==> config.mk <==
export PLATFORM = sky130hd
export DESIGN_NAME = lsw_ocp_guard
export DESIGN_NICKNAME = d
export VERILOG_FILES = /design/src/rtl/lsw_ocp_pkg.sv /design/src/rtl/lsw_thr_lock.sv /design/src/rtl/lsw_trip_count.sv /design/src/rtl/lsw_ocp_guard.sv
export SDC_FILE = /design/constraint.sdc
export NUM_CORES = 1
export LEC_CHECK = 0
export ABC_AREA = 1
export BUFFER_PORTS_ARGS = -buffer_cell sky130_fd_sc_hd__buf_4
export CAP_MARGIN = 30
export CORE_MARGIN = 10
export CORE_UTILIZATION = 50
export DETAILED_ROUTE_END_ITERATION = 12
export GPL_ROUTABILITY_DRIVEN = 1
export PLACE_DENSITY = 0.76
export SYNTH_ARGS = -nofsm -noshare
export SYNTH_HDL_FRONTEND = slang
export SYNTH_SLANG_ARGS = --single-unit
==> constraint.sdc <==
create_clock -name clk -period 2.1 [get_ports clk]
set_input_delay 0.105 -clock clk [delete_from_list [all_inputs] [get_ports clk]]
set_output_delay 0.105 -clock clk [all_outputs]
set_load 0.03 [all_outputs]
==> src/rtl/lsw_ocp_pkg.sv <==
package lsw_ocp_pkg;
    localparam int unsigned MV_W_DEF    = 10;
    localparam int unsigned CEIL_MV_DEF = 640;
    localparam int unsigned TRIP_N_DEF  = 4;
    localparam int unsigned WIN_CYC_DEF = 64;

    typedef struct packed {
        logic       locked;
        logic [9:0] thr;
    } thr_view_t;
endpackage

==> src/rtl/lsw_thr_lock.sv <==
module lsw_thr_lock #(
    parameter int unsigned MV_W    = 10,
    parameter int unsigned CEIL_MV = 640,
    parameter int unsigned WIN_CYC = 64
) (
    input  logic            clk,
    input  logic            rst_n,
    input  logic            rails_ok,
    input  logic            prog_valid,
    input  logic [MV_W-1:0] prog_mv,
    output logic            locked,
    output logic [MV_W-1:0] thr
);
    localparam int unsigned WIN_W = (WIN_CYC > 1) ? $clog2(WIN_CYC) : 1;
    localparam logic [MV_W-1:0] CEIL = MV_W'(CEIL_MV);
    localparam logic [WIN_W-1:0] WIN_LAST = WIN_W'(WIN_CYC - 1);

    typedef struct packed {
        logic             locked;
        logic [MV_W-1:0]  thr;
        logic [WIN_W-1:0] win;
    } st_t;

    st_t st_d, st_q;

    always_comb begin
        st_d = st_q;
        if (!st_q.locked && rails_ok) begin
            if (prog_valid) begin
                st_d.thr    = (prog_mv > CEIL) ? CEIL : prog_mv;
                st_d.locked = 1'b1;
            end else if (st_q.win == WIN_LAST) begin
                st_d.thr    = CEIL;
                st_d.locked = 1'b1;
            end else begin
                st_d.win = st_q.win + 1'b1;
            end
        end
    end

    always_ff @(posedge clk or negedge rst_n) begin
        if (!rst_n) st_q <= '0;
        else        st_q <= st_d;
    end

    assign locked = st_q.locked;
    assign thr    = st_q.thr;

    p_thr_held_r2: assert property (@(posedge clk) disable iff (!rst_n)
        st_q.locked |=> (st_q.locked && $stable(st_q.thr)));
    p_thr_ceiling_r3: assert property (@(posedge clk) disable iff (!rst_n)
        st_q.locked |-> (st_q.thr <= CEIL));
    p_no_lock_without_rails_r10: assert property (@(posedge clk) disable iff (!rst_n)
        $rose(st_q.locked) |-> $past(rails_ok));
endmodule

==> src/rtl/lsw_trip_count.sv <==
module lsw_trip_count #(
    parameter int unsigned MV_W   = 10,
    parameter int unsigned TRIP_N = 4
) (
    input  logic            clk,
    input  logic            rst_n,
    input  logic            armed,
    input  logic            ls_end,
    input  logic [MV_W-1:0] sense_mv,
    input  logic [MV_W-1:0] thr,
    output logic            fault
);
    localparam int unsigned CNT_W = $clog2(TRIP_N + 1);
    localparam logic [CNT_W-1:0] TRIP = CNT_W'(TRIP_N);

    typedef struct packed {
        logic [CNT_W-1:0] cnt;
        logic             fault;
    } st_t;

    st_t  st_d, st_q;
    logic over;

    assign over = sense_mv > thr;

    always_comb begin
        st_d = st_q;
        if (!armed) begin
            st_d.cnt = '0;
        end else if (ls_end && !st_q.fault) begin
            if (!over) begin
                st_d.cnt = '0;
            end else if (st_q.cnt != TRIP) begin
                st_d.cnt = st_q.cnt + 1'b1;
            end
            if (over && st_q.cnt == TRIP - 1'b1) st_d.fault = 1'b1;
        end
    end

    always_ff @(posedge clk or negedge rst_n) begin
        if (!rst_n) st_q <= '0;
        else        st_q <= st_d;
    end

    assign fault = st_q.fault;

    p_cnt_sat_r7: assert property (@(posedge clk) disable iff (!rst_n)
        st_q.cnt <= TRIP);
    p_clean_clears_r6: assert property (@(posedge clk) disable iff (!rst_n)
        (armed && ls_end && !over && !st_q.fault) |=> (st_q.cnt == '0));
    p_fault_sticky_r8: assert property (@(posedge clk) disable iff (!rst_n)
        st_q.fault |=> st_q.fault);
    p_fault_on_strobe_r7: assert property (@(posedge clk) disable iff (!rst_n)
        $rose(st_q.fault) |-> $past(ls_end && armed && over));
    p_disarm_clears_r11: assert property (@(posedge clk) disable iff (!rst_n)
        !armed |=> (st_q.cnt == '0));
endmodule

==> src/rtl/lsw_ocp_guard.sv <==
module lsw_ocp_guard #(
    parameter int unsigned MV_W    = lsw_ocp_pkg::MV_W_DEF,
    parameter int unsigned CEIL_MV = lsw_ocp_pkg::CEIL_MV_DEF,
    parameter int unsigned TRIP_N  = lsw_ocp_pkg::TRIP_N_DEF,
    parameter int unsigned WIN_CYC = lsw_ocp_pkg::WIN_CYC_DEF
) (
    input  logic            clk,
    input  logic            rst_n,
    input  logic            rails_ok,
    input  logic            reg_en,
    input  logic            prog_valid,
    input  logic [MV_W-1:0] prog_mv,
    input  logic            ls_end,
    input  logic [MV_W-1:0] sense_mv,
    input  logic            hs_req,
    input  logic            ls_req,
    output logic            hs_en,
    output logic            ls_en,
    output logic            fault,
    output logic            thr_locked,
    output logic [MV_W-1:0] thr_mv
);
    logic permit;

    lsw_thr_lock #(.MV_W(MV_W), .CEIL_MV(CEIL_MV), .WIN_CYC(WIN_CYC)) u_lock (
        .clk(clk), .rst_n(rst_n), .rails_ok(rails_ok),
        .prog_valid(prog_valid), .prog_mv(prog_mv),
        .locked(thr_locked), .thr(thr_mv)
    );

    lsw_trip_count #(.MV_W(MV_W), .TRIP_N(TRIP_N)) u_count (
        .clk(clk), .rst_n(rst_n), .armed(thr_locked && reg_en),
        .ls_end(ls_end), .sense_mv(sense_mv), .thr(thr_mv),
        .fault(fault)
    );

    assign permit = thr_locked && reg_en && !fault;
    assign hs_en  = hs_req && permit;
    assign ls_en  = ls_req && permit;

    p_gates_off_r8: assert property (@(posedge clk) disable iff (!rst_n)
        fault |-> (!hs_en && !ls_en));
    p_no_gate_unlocked_r9: assert property (@(posedge clk) disable iff (!rst_n)
        !thr_locked |-> (!hs_en && !ls_en));
endmodule

==> metrics.txt, run 1 <==
status completed; routed via count about 1200; CTS tree done; Sink Count 21; Max transition margin 0.778; row count 19; syn_area_per_cell 7.99 um^2; Pwr Density 436 nW/um^2; Max Cap Viol 0; clk buf depth 2; vias in the first global route 1279; sequential share of the synthesized area 0.370; # Post-CTS Setup Buffers 0; Synth Net Count between 200 and 250; crit share post-route 0.776; Tot GR Track Use 0.130; Die Wd roughly 73 um; Initial Util 0.520; CP Cell Sequence inv_1 -> ha_1 -> nand2_1 -> nor2_1 -> nand3_1 -> nand3_2 -> nand2_2 -> nor2_2 -> nand3_1 -> nand2_1; # port buffers 41; Leak between 0.0009 and 0.001 uW; Worst EP arrival 1.87 ns; DRC violation total after the first TritonRoute iteration 53; Slew Limit Fails 0; Critical Path Start Type flip-flop; core area approximately 2700 um^2; Yosys warning total 0; Post-Syn Instances around 180; placed cells 240; Synth cell types 25; clk_lat worst skew approximately 0.3 ns; setup TNS 0 ns; largest net degree at the start of global routing 22; first-pass GRT wire length 5690 um; post-route ant nets 0; IO Pins 42; CP peak stage delay 0.40 ns; TritonCTS buffer count 3; share of cells above drive strength 1 0.276; top cell type's share of synthesized area 0.370; Mapped Area between 1000 and 1500 um^2; Routed WL 3270 um; Filler cells ~250; Final Hold Fails 0; measured slew at the worst slew-check pin roughly 0.33 ns; Worst Path Max Fanout 3; post-layout min period between 1.5 and 2 ns; Post-DP HPWL about 2900 um; unrepaired setup endpoints after global routing false; post-DR wirelength/cell approximately 13 um; Nets roughly 260; Die Ht roughly 73 um; grt ovf 0; critical path class flip-flop to flip-flop; Post-Layout Cell Count about 250; Slowest cell on crit path dfrtp_1; Residual DRC 0; Diodes inserted 0; Root Buffer clkbuf_4; kind of end point of the critical path flip-flop; vias per cell 4.94; peak supply drop around 0.38 mV; Worst-path clk slew 0.11 ns; Post-Route Skew 0.00541 ns; Die ar. ~5400 um^2; f_max 614 MHz; initial antenna violation count 0; setup violators final 0; cell type with the largest total area after synthesis dfrtp_1; GP Congestion between 0.8 and 0.9; H-tree lvl count 1; Area contributors post-synth dfrtp_1, ha_1, nand2_1, inv_1, buf_4; Seq cells post-synth 21; Pre-Repair DR Iteration Count 4; Min-Delay Path Class input port to flip-flop; Tot Pwr ~750 uW; Synth-to-Final Area Change 21.7%; Crit path required time about 2.3 ns
-- cells in the mapped netlist, drive strengths merged --
cell type   n
clkinv      1
inv        32
nor3        2
or2         1
nand4       5
nand2      51
xor2        2
nor3b       2
dfrtp      21
buf        11
o21ai       2
ha         14
a22o        1
nand3      16
a21oi       3
xnor2       3
a21boi      1
nor4        1
nor2        9
-- flip-flops by register name (all words and copies together) (netlist names) --
| name | count |
|---|---|
| u_lock.thr | 10 |
| u_lock.st_q | 6 |
| u_count.st_q | 3 |
| u_count.fault | 1 |
| u_lock.locked | 1 |
-- stage by stage --
step	util	hold slack [ns]	instance area [um^2]	setup WS [ns]
global route	0.632	0.0416	1730	0.304
global placement	0.619	-0.00325	1690	0.520
CTS	0.632	0.0426	1730	0.466
detailed placement	0.619	-0.00232	1690	0.478
floorplan	-	-0.191	1420	0.499
finish	0.632	0.0450	1730	0.470
-- cells in the final DEF (no fill, tap or decap) --
master and n:
clkinv_1 1, nor4_1 1, inv_1 31, dlygate4sd3_1 1, clkbuf_1 1, xnor2_1 3, nor2_2 1, or2_1 1
nor3_2 1, nor3b_1 2, nand2_1 46, nor2_1 6, clkbuf_4 3, a21boi_1 1, xor2_1 2, inv_2 1
o21ai_1 2, buf_4 42, a21oi_1 3, ha_1 14, nand2_2 5, nor3_1 1, nand4_1 5, a22o_1 1
nand3_1 12, nor2_4 2, dfrtp_1 21, nand3_2 4
-- per-layer routing --
metal,GRT usage,up-vias,routed length [um]
met5,0,-,0
met4,0.0538,0,53
met3,0.0323,7,195
met2,0.237,27,1710
met1,0.138,554,1310
li1,-,622,-
-- power by group --
group          leakage (uW)  switching, uW  internal, uW
Sequential         0.000263           7.88           413
Clock             0.0000150            111          74.0
Combinational      0.000691           78.4          69.9
Total              0.000969            197           557
-- worst paths after layout --
path	start	endpoint	slack, ns	depth (start not counted)
max reg2reg	u_lock.thr[5]	u_count.fault	0.47	10
max	u_lock.thr[5]	u_count.fault	0.47	10
min	prog_mv[8]	u_lock.thr[8]	0.05	2
min in group asynchronous	rst_n	u_count.st_q[1]	0.21	2
max in group asynchronous	rst_n	u_lock.st_q[1]	1.67	2
min reg2reg	u_lock.st_q[2]	u_lock.st_q[2]	0.53	1
-- final cells by class --
class	instances	area, um^2	area share
repair buffers	43	325	0.188
flip-flops and latches	21	526	0.304
well taps	31	38.8	0.0224
clock buffers	4	26.3	0.0152
inverters	33	124	0.0716
multi-input cells	113	689	0.399
-- cell families (layout without fill, tap and decap cells) --
logic type	after synthesis	in the layout	share of synthesized area
AOI/OAI and AO/OA	7	7	0.0290
adders and majority gates	14	14	0.123
xor gates and xnor gates	5	5	0.0308
DFF	21	21	0.370
and+or+nand+nor	87	87	0.302
buffers and inverters	44	80	0.145
-- critical path: cells and delay by family, from the launching register on --
| kind | cells | cell delay (ns) |
|---|---|---|
| buffers and inverters | 1 | 0.06 |
| adders and majority gates | 1 | 0.29 |
| and+or+nand+nor | 8 | 0.82 |
| DFF | 1 | 0.40 |
-- repair_timing --
item                      in CTS  in global routing
resized for setup              0                  0
hold buffers                   1                  0
hold endpoints to repair      21                  0
No activity file was read; power rests on OpenSTA's default activity.
==> run 2: changes to the inputs <==
--- a/config.mk
+++ b/config.mk
@@ -9,10 +9,10 @@
 export BUFFER_PORTS_ARGS = -buffer_cell sky130_fd_sc_hd__buf_4
 export CAP_MARGIN = 30
 export CORE_MARGIN = 10
-export CORE_UTILIZATION = 50
+export CORE_UTILIZATION = 46
 export DETAILED_ROUTE_END_ITERATION = 12
 export GPL_ROUTABILITY_DRIVEN = 1
-export PLACE_DENSITY = 0.76
+export PLACE_DENSITY = 0.73
 export SYNTH_ARGS = -nofsm -noshare
 export SYNTH_HDL_FRONTEND = slang
 export SYNTH_SLANG_ARGS = --single-unit
==> constraint.sdc (replaced) <==
create_clock -name clk -period 1.4 [get_ports clk]
set_input_delay 0.07 -clock clk [delete_from_list [all_inputs] [get_ports clk]]
set_output_delay 0.07 -clock clk [all_outputs]
set_load 0.03 [all_outputs]
==> run 2 against run 1 <==
Compared with the run above: the flow now finishes with violations (negative setup slack); clock power is 74% higher; flip-flop and latch count did not move; count of clock-buffer cells in the layout unchanged; sequential power rose by 50%; non-clock buffer count is 29 higher; largest cell class unchanged; critical path depth shrank 1; die area grew 6.3%; first-iteration DRC count up 7.5%; setup slack lost 0.63 ns; register-to-register slack got worse by 0.63 ns; via count up 9.6%.
==> metrics.txt, run 2 (same netlist as run 1, synthesis figures left out) <==
Post-DP HPWL 2710 um (was 2860 um); f_max 643 MHz (was 614 MHz); initial antenna violation count 0 (unchanged); reg2reg setup slack -0.16 ns (was 0.47 ns); clk_lat worst skew 0.32 ns (was 0.30 ns); Worst Path Max Fanout 2 (was 3); DRC violation total after the first TritonRoute iteration 57 (was 53); kind of end point of the critical path flip-flop (unchanged); Root Buffer clkbuf_4 (unchanged); crit share post-route 1.11 (was 0.776); Post-Layout Cell Count 276 (was 245); row count 20 (was 19); vias per cell 4.80 (was 4.94); CTS tree done (unchanged); Crit path required time 1.62 ns (was 2.34 ns); setup violators final 6 (was 0); core area 3000 um^2 (was 2730 um^2); unrepaired setup endpoints after global routing true (was false); violated checks negative setup slack; final setup margin -0.156 ns (was 0.470 ns); Multi-input gate area 962 um^2 (was 689 um^2); post-layout min period 1.56 ns (was 1.63 ns); Pwr Density 573 nW/um^2 (was 436 nW/um^2); vias in the first global route 1275 (was 1279); Max Cap Viol 0 (unchanged); first-pass GRT wire length 5630 um (was 5690 um); status complete, but fails checks (was completed); commonest non-fill, non-tap cells in the layout buf_4, nand2_1, inv_1, dfrtp_1, nand2_2 (was nand2_1, buf_4, inv_1, dfrtp_1, ha_1); Tot Pwr 1290 uW (was 755 uW); Critical Path Start Type flip-flop (unchanged); Tot GR Track Use 0.127 (was 0.130); critical path class flip-flop to flip-flop (unchanged); Slew Limit Fails 0 (unchanged); Pre-Repair DR Iteration Count 4 (unchanged); DR top layer met4 (unchanged); M1 WL 1630 um (was 1310 um); Met2 Wirelength 2080 um (was 1710 um); clk buf depth 2 (unchanged); largest net degree at the start of global routing 22 (unchanged); pre-CTS WS -0.129 ns (was 0.478 ns); Placed Area 1820 um^2 (was 1690 um^2); Synth-to-Final Area Change 58.4% (was 21.7%); GP Congestion 0.824 (was 0.823); Nets 286 (was 257); share of cells above drive strength 1 0.523 (was 0.276); Initial Util 0.473 (was 0.520); commonest non-fill, non-tap cell in the layout buf_4 (was nand2_1); Most flops, register u_lock.thr (unchanged); post-DR wirelength/cell 14.2 um (was 13.3 um); Worst-path clk slew 0.12 ns (was 0.11 ns); Worst EP arrival 1.77 ns (was 1.87 ns); IO Pins 42 (unchanged); Sink Count 21 (unchanged); H-tree lvl count 1 (unchanged); Post-Layout Inst Area 2250 um^2 (was 1730 um^2); Diodes inserted 0 (unchanged); routed via count 1326 (was 1210); Max transition margin 0.759 (was 0.778); # port buffers 41 (unchanged); Routed WL 3930 um (was 3270 um); grt ovf 0 (unchanged); max reg flops 10 (unchanged); CP startpoint u_lock.thr[2] (was u_lock.thr[5]); Reg area 526 um^2 (unchanged); Leak 0.00114 uW (was 0.000969 uW); TritonCTS buffer count 3 (unchanged); Filler cells 213 (was 253); peak supply drop 0.490 mV (was 0.376 mV); Min-Delay Path Class input port to flip-flop (unchanged); measured slew at the worst slew-check pin 0.361 ns (was 0.330 ns); post-route ant nets 0 (unchanged); Die ar. 5710 um^2 (was 5380 um^2); final core occ 0.750 (was 0.632); Hold Startpoint prog_mv[5] (was prog_mv[8]); met3 WL 150 um (was 195 um); worst r2r src u_lock.thr[2] (was u_lock.thr[5]); Final Hold Fails 0 (unchanged); Post-Route Skew 0.00458 ns (was 0.00541 ns); Residual DRC 0 (unchanged); Die Ht 75.6 um (was 73.3 um); placed cells 258 (was 240); biggest regs u_lock.thr x10, u_lock.st_q x6, u_count.st_q x3 (unchanged); Die Wd 75.6 um (was 73.3 um)
## run 2: cell count changes in the layout (fill, tap and decap cells not counted), sizes merged
cell	previous run	this run
dlygate4sd3	1	7
buf	42	65
## run 2: path summary, 6_finish.rpt
| check | end | depth (start not counted) |
|---|---|---|
| max | u_count.st_q[1] | 9 |
| min | u_lock.thr[5] | 3 |
| max reg2reg | u_count.st_q[1] | 9 |
| min reg2reg | u_lock.st_q[2] | 1 |
| max in group asynchronous | u_lock.thr[8] | 2 |
| min in group asynchronous | u_lock.thr[2] | 2 |
## run 2: power by group
part	switching [uW]	internal, uW
combinational	168	170
clock	209	112
sequential	9.47	620
## run 2: what timing repair did
action                                 4_1_cts  5_1_grt
pin swaps                                    5       27
setup buffers                                3        4
setup endpoints to repair                    7       21
endpoints found under the hold margin       27        0
resized for setup                            5       54
hold buffers                                 7        0
## run 2: routing by layer
metal,vias up,GRT usage
met5,-,0
met4,0,0.0371
met3,9,0.0260
met2,26,0.213
met1,615,0.160
li1,676,-
## run 2: area by class of cell
type | instances | area share
Multi-Input combinational cell | 113 | 0.427
Clock buffer | 4 | 0.0117
Tap cell | 33 | 0.0183
Sequential cell | 21 | 0.233
Timing Repair Buffer | 72 | 0.253
Inverter | 33 | 0.0561
## run 2: worst max-delay path, cell delays in order, from the launching register on
cell     delay [ns]
dfrtp_1        0.42
inv_2          0.06
ha_4           0.26
nand2_2        0.05
nor2_4         0.12
nand4_1        0.19
nand2_2        0.16
nor2_2         0.05
nand4_1        0.07
nand2_1        0.07
## run 2: through the flow
stage | setup TNS [ns] | hold slack (ns)
finish | -0.597 | 0.00859
global route | -1.27 | 0.0255
floorplan | -0.332 | -0.226
global placement | -0.314 | -0.0282
CTS | -0.472 | 0.00000683
detailed placement | -0.490 | -0.0268
